File: src/rtl/eee_tx_lpi_ctrl.sv
module eee_tx_lpi_ctrl #(
  parameter int IDLE_W = 16,
  parameter int LINK_W = 10
) (
  input  logic        clk,
  input  logic        rst_n,
  input  logic        reg_wr,
  input  logic        reg_rd,
  input  logic [1:0]  reg_sel,
  input  logic [31:0] reg_wdata,
  output logic [31:0] reg_rdata,
  input  logic        frame_pending,
  input  logic        tx_idle,
  input  logic        fifo_flush,
  output logic        lpi_assert,
  output logic        lpi_enter,
  output logic        lpi_exit
);
  localparam int B_EN  = 16;
  localparam int B_PLS = 17;
  localparam int B_AUT = 19;
  localparam int B_TE  = 20;

  logic en_q, pls_q, aut_q, te_q, lpi_q, st_in_q, st_out_q, enp_q, exp_q;
  logic [IDLE_W-1:0] idle_tmr_q, idle_cnt_q;
  logic [LINK_W-1:0] link_tmr_q, link_cnt_q;

  wire wr_ctl  = reg_wr && reg_sel == 2'd0;
  wire rd_ctl  = reg_rd && reg_sel == 2'd0;
  wire busy    = frame_pending || !tx_idle;
  wire link_ok = pls_q && link_cnt_q >= link_tmr_q;
  wire mode_auto  = en_q && aut_q && !te_q;
  wire mode_timer = en_q && aut_q && te_q;
  wire timer_hit  = idle_tmr_q != '0 && idle_cnt_q >= idle_tmr_q;
  wire go_in  = !lpi_q && en_q && link_ok && !busy && !fifo_flush &&
                (!mode_timer || timer_hit);
  wire go_out = lpi_q && (!en_q || !pls_q || (aut_q && (frame_pending || fifo_flush)));
  wire unused_wdata = ^reg_wdata;

  always_ff @(posedge clk or negedge rst_n) begin
    if (!rst_n) begin
      {en_q, pls_q, aut_q, te_q} <= '0;
      idle_tmr_q <= '0;
      link_tmr_q <= '0;
    end else begin
      if (wr_ctl) begin
        en_q  <= reg_wdata[B_EN];
        pls_q <= reg_wdata[B_PLS];
        aut_q <= reg_wdata[B_AUT];
        te_q  <= reg_wdata[B_TE];
      end else if (go_out && mode_auto) begin
        en_q <= 1'b0;
      end
      if (reg_wr && reg_sel == 2'd1) idle_tmr_q <= reg_wdata[IDLE_W-1:0];
      if (reg_wr && reg_sel == 2'd2) link_tmr_q <= reg_wdata[LINK_W-1:0];
    end
  end

  always_ff @(posedge clk or negedge rst_n) begin
    if (!rst_n) begin
      idle_cnt_q <= '0;
      link_cnt_q <= '0;
    end else begin
      if (busy) idle_cnt_q <= '0;
      else if (idle_cnt_q != '1) idle_cnt_q <= idle_cnt_q + 1'b1;
      if (!pls_q) link_cnt_q <= '0;
      else if (link_cnt_q != '1) link_cnt_q <= link_cnt_q + 1'b1;
    end
  end

  always_ff @(posedge clk or negedge rst_n) begin
    if (!rst_n) begin
      {lpi_q, enp_q, exp_q, st_in_q, st_out_q} <= '0;
    end else begin
      if (go_in) lpi_q <= 1'b1;
      else if (go_out) lpi_q <= 1'b0;
      enp_q <= go_in;
      exp_q <= go_out;
      st_in_q  <= rd_ctl ? go_in  : (st_in_q  || go_in);
      st_out_q <= rd_ctl ? go_out : (st_out_q || go_out);
    end
  end

  always_comb begin
    reg_rdata = '0;
    case (reg_sel)
      2'd0: begin
        reg_rdata[B_EN]  = en_q;
        reg_rdata[B_PLS] = pls_q;
        reg_rdata[B_AUT] = aut_q;
        reg_rdata[B_TE]  = te_q;
        reg_rdata[2:0]   = {lpi_q, st_out_q, st_in_q};
      end
      2'd1: reg_rdata[IDLE_W-1:0] = idle_tmr_q;
      2'd2: reg_rdata[LINK_W-1:0] = link_tmr_q;
      default: reg_rdata = '0;
    endcase
  end

  assign lpi_assert = lpi_q;
  assign lpi_enter  = enp_q;
  assign lpi_exit   = exp_q;

  p_no_entry_off_r2: assert property (@(posedge clk) disable iff (!rst_n)
    (!en_q && !lpi_q) |=> !lpi_q);
  p_leave_off_r2: assert property (@(posedge clk) disable iff (!rst_n)
    (lpi_q && !en_q) |=> !lpi_q);
  p_oneshot_clear_r4: assert property (@(posedge clk) disable iff (!rst_n)
    ($fell(lpi_q) && $past(mode_auto) && !$past(wr_ctl)) |-> !en_q);
  p_timer_keep_r6: assert property (@(posedge clk) disable iff (!rst_n)
    ($fell(lpi_q) && $past(mode_timer) && !$past(wr_ctl)) |-> en_q);
  p_holdoff_r8: assert property (@(posedge clk) disable iff (!rst_n)
    $rose(lpi_q) |-> $past(pls_q));
  p_enter_flag_r10: assert property (@(posedge clk) disable iff (!rst_n)
    $rose(lpi_q) |-> enp_q);
  p_exit_flag_r10: assert property (@(posedge clk) disable iff (!rst_n)
    exp_q |-> (!lpi_q && $past(lpi_q)));
  p_flags_excl_r10: assert property (@(posedge clk) disable iff (!rst_n)
    $onehot0({enp_q, exp_q}));
endmodule

File: config.mk
export PLATFORM = sky130hd
export DESIGN_NAME = eee_tx_lpi_ctrl
export DESIGN_NICKNAME = d
export VERILOG_FILES = /design/src/rtl/eee_tx_lpi_ctrl.sv
export SDC_FILE = /design/constraint.sdc
export NUM_CORES = 1
export LEC_CHECK = 0
export ABC_CLOCK_PERIOD_IN_PS = 1980
export BUFFER_PORTS_ARGS = -buffer_cell sky130_fd_sc_hd__buf_2
export CAP_MARGIN = 20
export CORE_MARGIN = 2
export CORE_UTILIZATION = 40
export CTS_BUF_LIST = sky130_fd_sc_hd__clkbuf_8 sky130_fd_sc_hd__clkbuf_16
export DETAILED_ROUTE_END_ITERATION = 10
export SLEW_MARGIN = 0
export SYNTH_ARGS = -nofsm -noshare
export SYNTH_HDL_FRONTEND = slang
export SYNTH_SLANG_ARGS = --single-unit
File: constraint.sdc
create_clock -name clk -period 1.98 [get_ports clk]
set_input_delay 0.396 -clock clk [delete_from_list [all_inputs] [get_ports clk]]
set_output_delay 0.396 -clock clk [all_outputs]
set_load 0.01 [all_outputs]
==> flow_summary.yaml, run 1 <==
floorplan:
  dieArea_sq_um: 10100
  ioPinCount: 76
  die_h_microns: 100
  initial_core_util_pct: 40.8
  core_area_sq_um: 9110
  row_count: 35
  die_x_microns: 100
setup_path:
  crit_fanout: 3
  cp.arrival_ns: 2.15
  critPathSlowestCell: "a2111oi_4"
  r2r_start: "idle_tmr_q[1]"
  path_cells: "inv_2 -> ha_2 -> a211o_1 -> a31oi_2 -> o221ai_2 -> a2111oi_4 -> nor4_1"
  critPathLaunch: "idle_tmr_q[1]"
  path_class: "reg -> reg"
  slowest_delay_ns: 0.45
  rrSetupSlack_ns: 0.04
  critPathLaunchType: "flip-flop"
  required_ns: 2.19
  cp-end-kind: "flip-flop"
power:
  p_clk_share_pct: 34.4
  p_int_w: 0.00232
  p_sw_w: 0.00104
  power.leakage_nw: 2.16
  seqPwrFrac_pct: 45.5
  peakVddDrop_uv: 418
  combPwrFrac_pct: 20.1
  power.density_nw_per_um2: 760
  sw_frac_of_total_pct: 30.9
yosys:
  synth-edff-count: 0
  synth_top_cell_by_area: "dfrtp_1"
  syn_area_sq_um: 3710
  netlist_instances: 371
  synth_warnings: 0
  synthAdderAreaFrac_pct: 10.8
  async_flop_share_pct: 100
  synth.area.mux_share_pct: 9.33
  synth-simple-area-share_pct: 17.4
  ys_seq_elements: 61
  ys_seq_area_share_pct: 41.1
  synth.avg_cell_area_sq_um: 10.0
  synth-xor-area-share_pct: 3.54
  synthFlopType: "dfrtp_1"
  synth_cell_types: 48
  synth_compound_area_share_pct: 11.2
  synthDominantCellAreaShare_pct: 41.1
  yosys-top-cells-area: "dfrtp_1, ha_1, mux2_2"
  synth_top_family_by_area: "simple AND/OR/NAND/NOR gates"
detailed_routing:
  finalWirelength_mm: 8.76
  firstDrtPassIters: 5
  drtIter0Drc: 168
  wl_per_cell_microns: 15.7
  drc: 0
  vias: 2954
  vias_per_cell: 5.28
  ant_nets: 0
run:
  maxCapViolations: 0
final_layout:
  nNetsFinal: 516
  final_common_cell: "dfrtp_1"
  syn2layout_area_growth_pct: 18.8
  num-fill-cells: 889
  drive_gt1_share_pct: 26.6
  antenna-diode-count: 0
  final_cell_mix: "dfrtp_1, buf_2, ha_1, inv_1, nor2_1"
place:
  dp_hpwl_mm: 6.55
  finalWeightedCongestion: 0.812
  dp_slack_ns: 0.0439
  io_buffer_count: 51
clock_network:
  clockBufferDepth: 2
  cts_tree: "done"
  clk_latency_ns: 0.35
  h-tree-depth: 3
  path_clk_slew_ns: 0.08
  clock-root-buffer: "clkbuf_8"
  cts_buffers: 9
  cts_sinks: 61
timing:
  grt_setup_unrepaired: "yes"
  fin_hold_ws_ns: 0.0324
  fin_crit_sh_pct: 97.9
  maxSlewViolCount: 0
  finalSetupViolCount: 0
  hold_violations: 0
  finalCriticalPeriod_ns: 1.94
  finClkSkew_ns: 0.0134
  timing.fmax_mhz: 516
  setup_slack_ns: 0.0423
grt:
  gr-usage-all-layers_pct: 18.7
  grt_max_degree: 62
  antenna_found_initial: 0
  grt_pass1_wl_mm: 14.5
  gr-total-overflow: 0
  grt_pass1_vias: 2879
run_status:
  status: "complete, no violations"
hold_path:
  hold_path_class: "in -> async"
==> synth_stat cells (7+ instances only) <==
library cell  count
nand4_1           8
nor2b_1           7
buf_4            13
xor2_1            9
and2_1           13
nand3_1          11
a21oi_1          14
a22oi_1           7
inv_1            30
nor3_1            8
nand2_1          22
mux2_2           19
ha_1             32
dfrtp_1          61
nor2_1           27
mux2_1           10
==> logic make-up after synthesis <==
logic type / after synthesis
DFF: 61
AOI/OAI and AO/OA: 58
other: 1
buffers and inverters: 51
adders and majority gates: 32
xor gates and xnor gates: 15
and+or+nand+nor: 122
muxes: 31
==> flip-flops by register name, summed over array words and instances (netlist names) <==
signal      cells
aut_q           1
en_q            1
idle_cnt_q     16
idle_tmr_q     16
link_cnt_q     10
link_tmr_q     10
lpi_assert      1
lpi_enter       1
lpi_exit        1
pls_q           1
st_in_q         1
st_out_q        1
te_q            1
==> through the flow <==
step	utilization (%)	total power (W)	std cells	setup TNS [ns]	cell area, sq um
after floorplan	-	0.00193	382	0	3760
after global placement	45.8	0.00217	540	0	4170
after detailed placement	45.8	0.00219	540	0	4170
after CTS	48.0	0.00335	556	0	4370
after global routing	48.5	0.00355	559	-0.150	4410
final	48.5	0.00335	559	0	4410
==> critical path, delay by kind of cell, from the launching register on <==
family                     cells  cell delay, ns
adders and majority gates      1            0.17
and+or+nand+nor                1            0.10
AOI/OAI and AO/OA              4            1.07
buffers and inverters          1            0.06
DFF                            1            0.41
==> final cells by class <==
| class | instances | area, sq um | share of cell area, % |
|---|---|---|---|
| Timing Repair Buffer | 70 | 423 | 9.58 |
| Sequential cell | 61 | 1530 | 34.6 |
| Inverter | 31 | 116 | 2.64 |
| Clock inverter | 6 | 62.6 | 1.42 |
| Multi-Input combinational cell | 270 | 2010 | 45.5 |
| Tap cell | 111 | 139 | 3.15 |
| Clock buffer | 10 | 138 | 3.12 |
==> routing by layer <==
metal,GRT usage [%],vias to the layer above,share of wire (%)
met5,0,-,0
met4,6.64,0,1.4
met3,3.34,8,4.0
met2,31.1,73,47
met1,24.5,1440,48
li1,-,1433,-
==> power groups by stage <==
stage | Combinational, W | Clock [W] | Sequential, W
finish | 0.000673 | 0.00116 | 0.00153
global route | 0.000761 | 0.00124 | 0.00155
CTS | 0.000651 | 0.00118 | 0.00152
detailed placement | 0.000646 | 0 | 0.00155
global placement | 0.000632 | 0 | 0.00154
floorplan | 0.000433 | 0 | 0.00150
==> final timing paths <==
check	end	cells after the start
min in group clk	idle_tmr_q[12]	2
max reg2reg	lpi_enter	7
max	lpi_enter	7
max in group asynchronous	idle_tmr_q[2]	2
min	link_cnt_q[2]	2
min reg2reg	st_out_q	1
==> what timing repair did <==
action	in CTS	in global routing
hold endpoints to repair	0	0
setup buffers	0	3
setup endpoints to repair	0	4
gates resized for setup	0	6
hold buffers	0	0
No activity file was read; power rests on OpenSTA's default activity.
==> run 2: changes to the inputs <==
CELL_PAD_IN_SITES_DETAIL_PLACEMENT = 0   (was unset)
CELL_PAD_IN_SITES_GLOBAL_PLACEMENT = 1   (was unset)
PLACE_DENSITY_LB_ADDON = 0.1   (was unset)
==> flow_summary.yaml, run 2 (synthesis gave the netlist of run 1 again) <==
detailed_routing:
  drtIter0Drc: 105
  vias_per_cell: 5.20
  firstDrtPassIters: 5
  ant_nets: 0
  finalWirelength_mm: 9.08
  drc: 0
  wl_per_cell_microns: 16.1
  vias: 2939
floorplan:
  row_count: 35
  ioPinCount: 76
  die_x_microns: 100
  initial_core_util_pct: 40.8
  dieArea_sq_um: 10100
  die_h_microns: 100
  core_area_sq_um: 9110
hold_path:
  hold_path_class: "in -> async"
setup_path:
  critPathLaunchType: "flip-flop"
  cp.arrival_ns: 2.16
  cp-end-kind: "flip-flop"
  ff2ff_path_depth: 7
  path_class: "reg -> reg"
  r2r_start: "idle_tmr_q[2]"
  critPathLaunch: "idle_tmr_q[2]"
  required_ns: 2.19
  crit_fanout: 3
final_layout:
  nNetsFinal: 523
  design_area_sq_um: 4480
  antenna-diode-count: 0
  stdcell_count: 565
  final_common_cell: "dfrtp_1"
  drive_gt1_share_pct: 27.8
  final_cell_mix: "dfrtp_1, buf_2, ha_1, inv_1, nor2_1"
  syn2layout_area_growth_pct: 20.7
  num-fill-cells: 883
  top_regs: "idle_cnt_q x16, idle_tmr_q x16"
timing:
  hold_violations: 0
  timing.fmax_mhz: 514
  maxSlewViolCount: 0
  finClkSkew_ns: 0.0131
  finalCriticalPeriod_ns: 1.94
  setup_slack_ns: 0.0358
  fin_crit_sh_pct: 98.2
  finalSetupViolCount: 0
  grt_setup_unrepaired: "yes"
clock_network:
  h-tree-depth: 3
  cts_buffers: 9
  path_clk_slew_ns: 0.07
  clk_latency_ns: 0.34
  cts_sinks: 61
  clock-root-buffer: "clkbuf_8"
  cts_tree: "done"
  clockBufferDepth: 2
place:
  dp.cells: 546
  dp_hpwl_mm: 6.88
  io_buffer_count: 51
  finalWeightedCongestion: 0.781
  dp_slack_ns: 0.00592
  dpl_cell_area_sq_um: 4200
power:
  p_total_w: 0.00347
  peakVddDrop_uv: 319
  power.density_nw_per_um2: 774
  power.leakage_nw: 2.20
grt:
  antenna_found_initial: 0
  gr-usage-all-layers_pct: 19.8
  grt_pass1_wl_mm: 15.3
  grt_pass1_vias: 2897
  gr-total-overflow: 0
  grt_max_degree: 62
run:
  maxCapViolations: 0
run_status:
  status: "complete, no violations"
-- run 2: per-layer routing --
layer,wire [microns],track usage [%],vias to the layer above,share of wire (%)
li1,-,-,1450,-
met1,4560,28.9,1402,50
met2,4010,29.6,77,44
met3,387,3.90,10,4.3
met4,121,6.32,0,1.3
met5,0,0,-,0
-- run 2: power breakdown --
group | switching, W | total [W] | internal [W]
Sequential | 0.000144 | 0.00152 | 0.00138
Combinational | 0.000363 | 0.000708 | 0.000345
Clock | 0.000510 | 0.00124 | 0.000730
-- run 2: cell type report --
class	instances	area [sq um]	share of cell area, %
clock buffers	10	138	3.07
repair buffers	77	463	10.3
flip-flops and latches	61	1530	34.0
well taps	111	139	3.10
inverters	31	116	2.60
clock inverters	5	76.3	1.70
multi-input cells	270	2020	45.2
-- run 2: what timing repair did --
action	in CTS	in global routing
buffers inserted	0	4
pin swaps	0	6
setup endpoints to repair	2	3
hold endpoints to repair	0	0
resized for setup	0	10
hold buffers	0	0
-- run 2: worst max-delay path, stage by stage, from the launching register on --
cell       delay (ns)
dfrtp_1          0.39
inv_2            0.07
ha_4             0.20
a211o_1          0.26
a31oi_2          0.17
o221ai_2         0.15
a2111oi_4        0.48
nor4_1           0.09
-- run 2: path summary, 6_finish.rpt --
kind                                   to  slack [ns]
max                             lpi_enter        0.04
min                         link_cnt_q[0]        0.05
max reg2reg                     lpi_enter        0.04
min reg2reg                      st_out_q        0.51
max in group asynchronous   idle_cnt_q[7]        1.62
min in group clk           idle_tmr_q[13]        0.27
-- run 2: per-stage QoR --
stage | TNS [ns] | hold WS [ns] | util [%]
after floorplan | 0 | 0.100 | -
after detailed placement | 0 | 0.439 | 46.1
after global placement | 0 | 0.439 | 46.1
after CTS | -0.0323 | 0.0745 | 48.5
after global routing | -0.212 | 0.0699 | 49.2
final | 0 | 0.0474 | 49.2
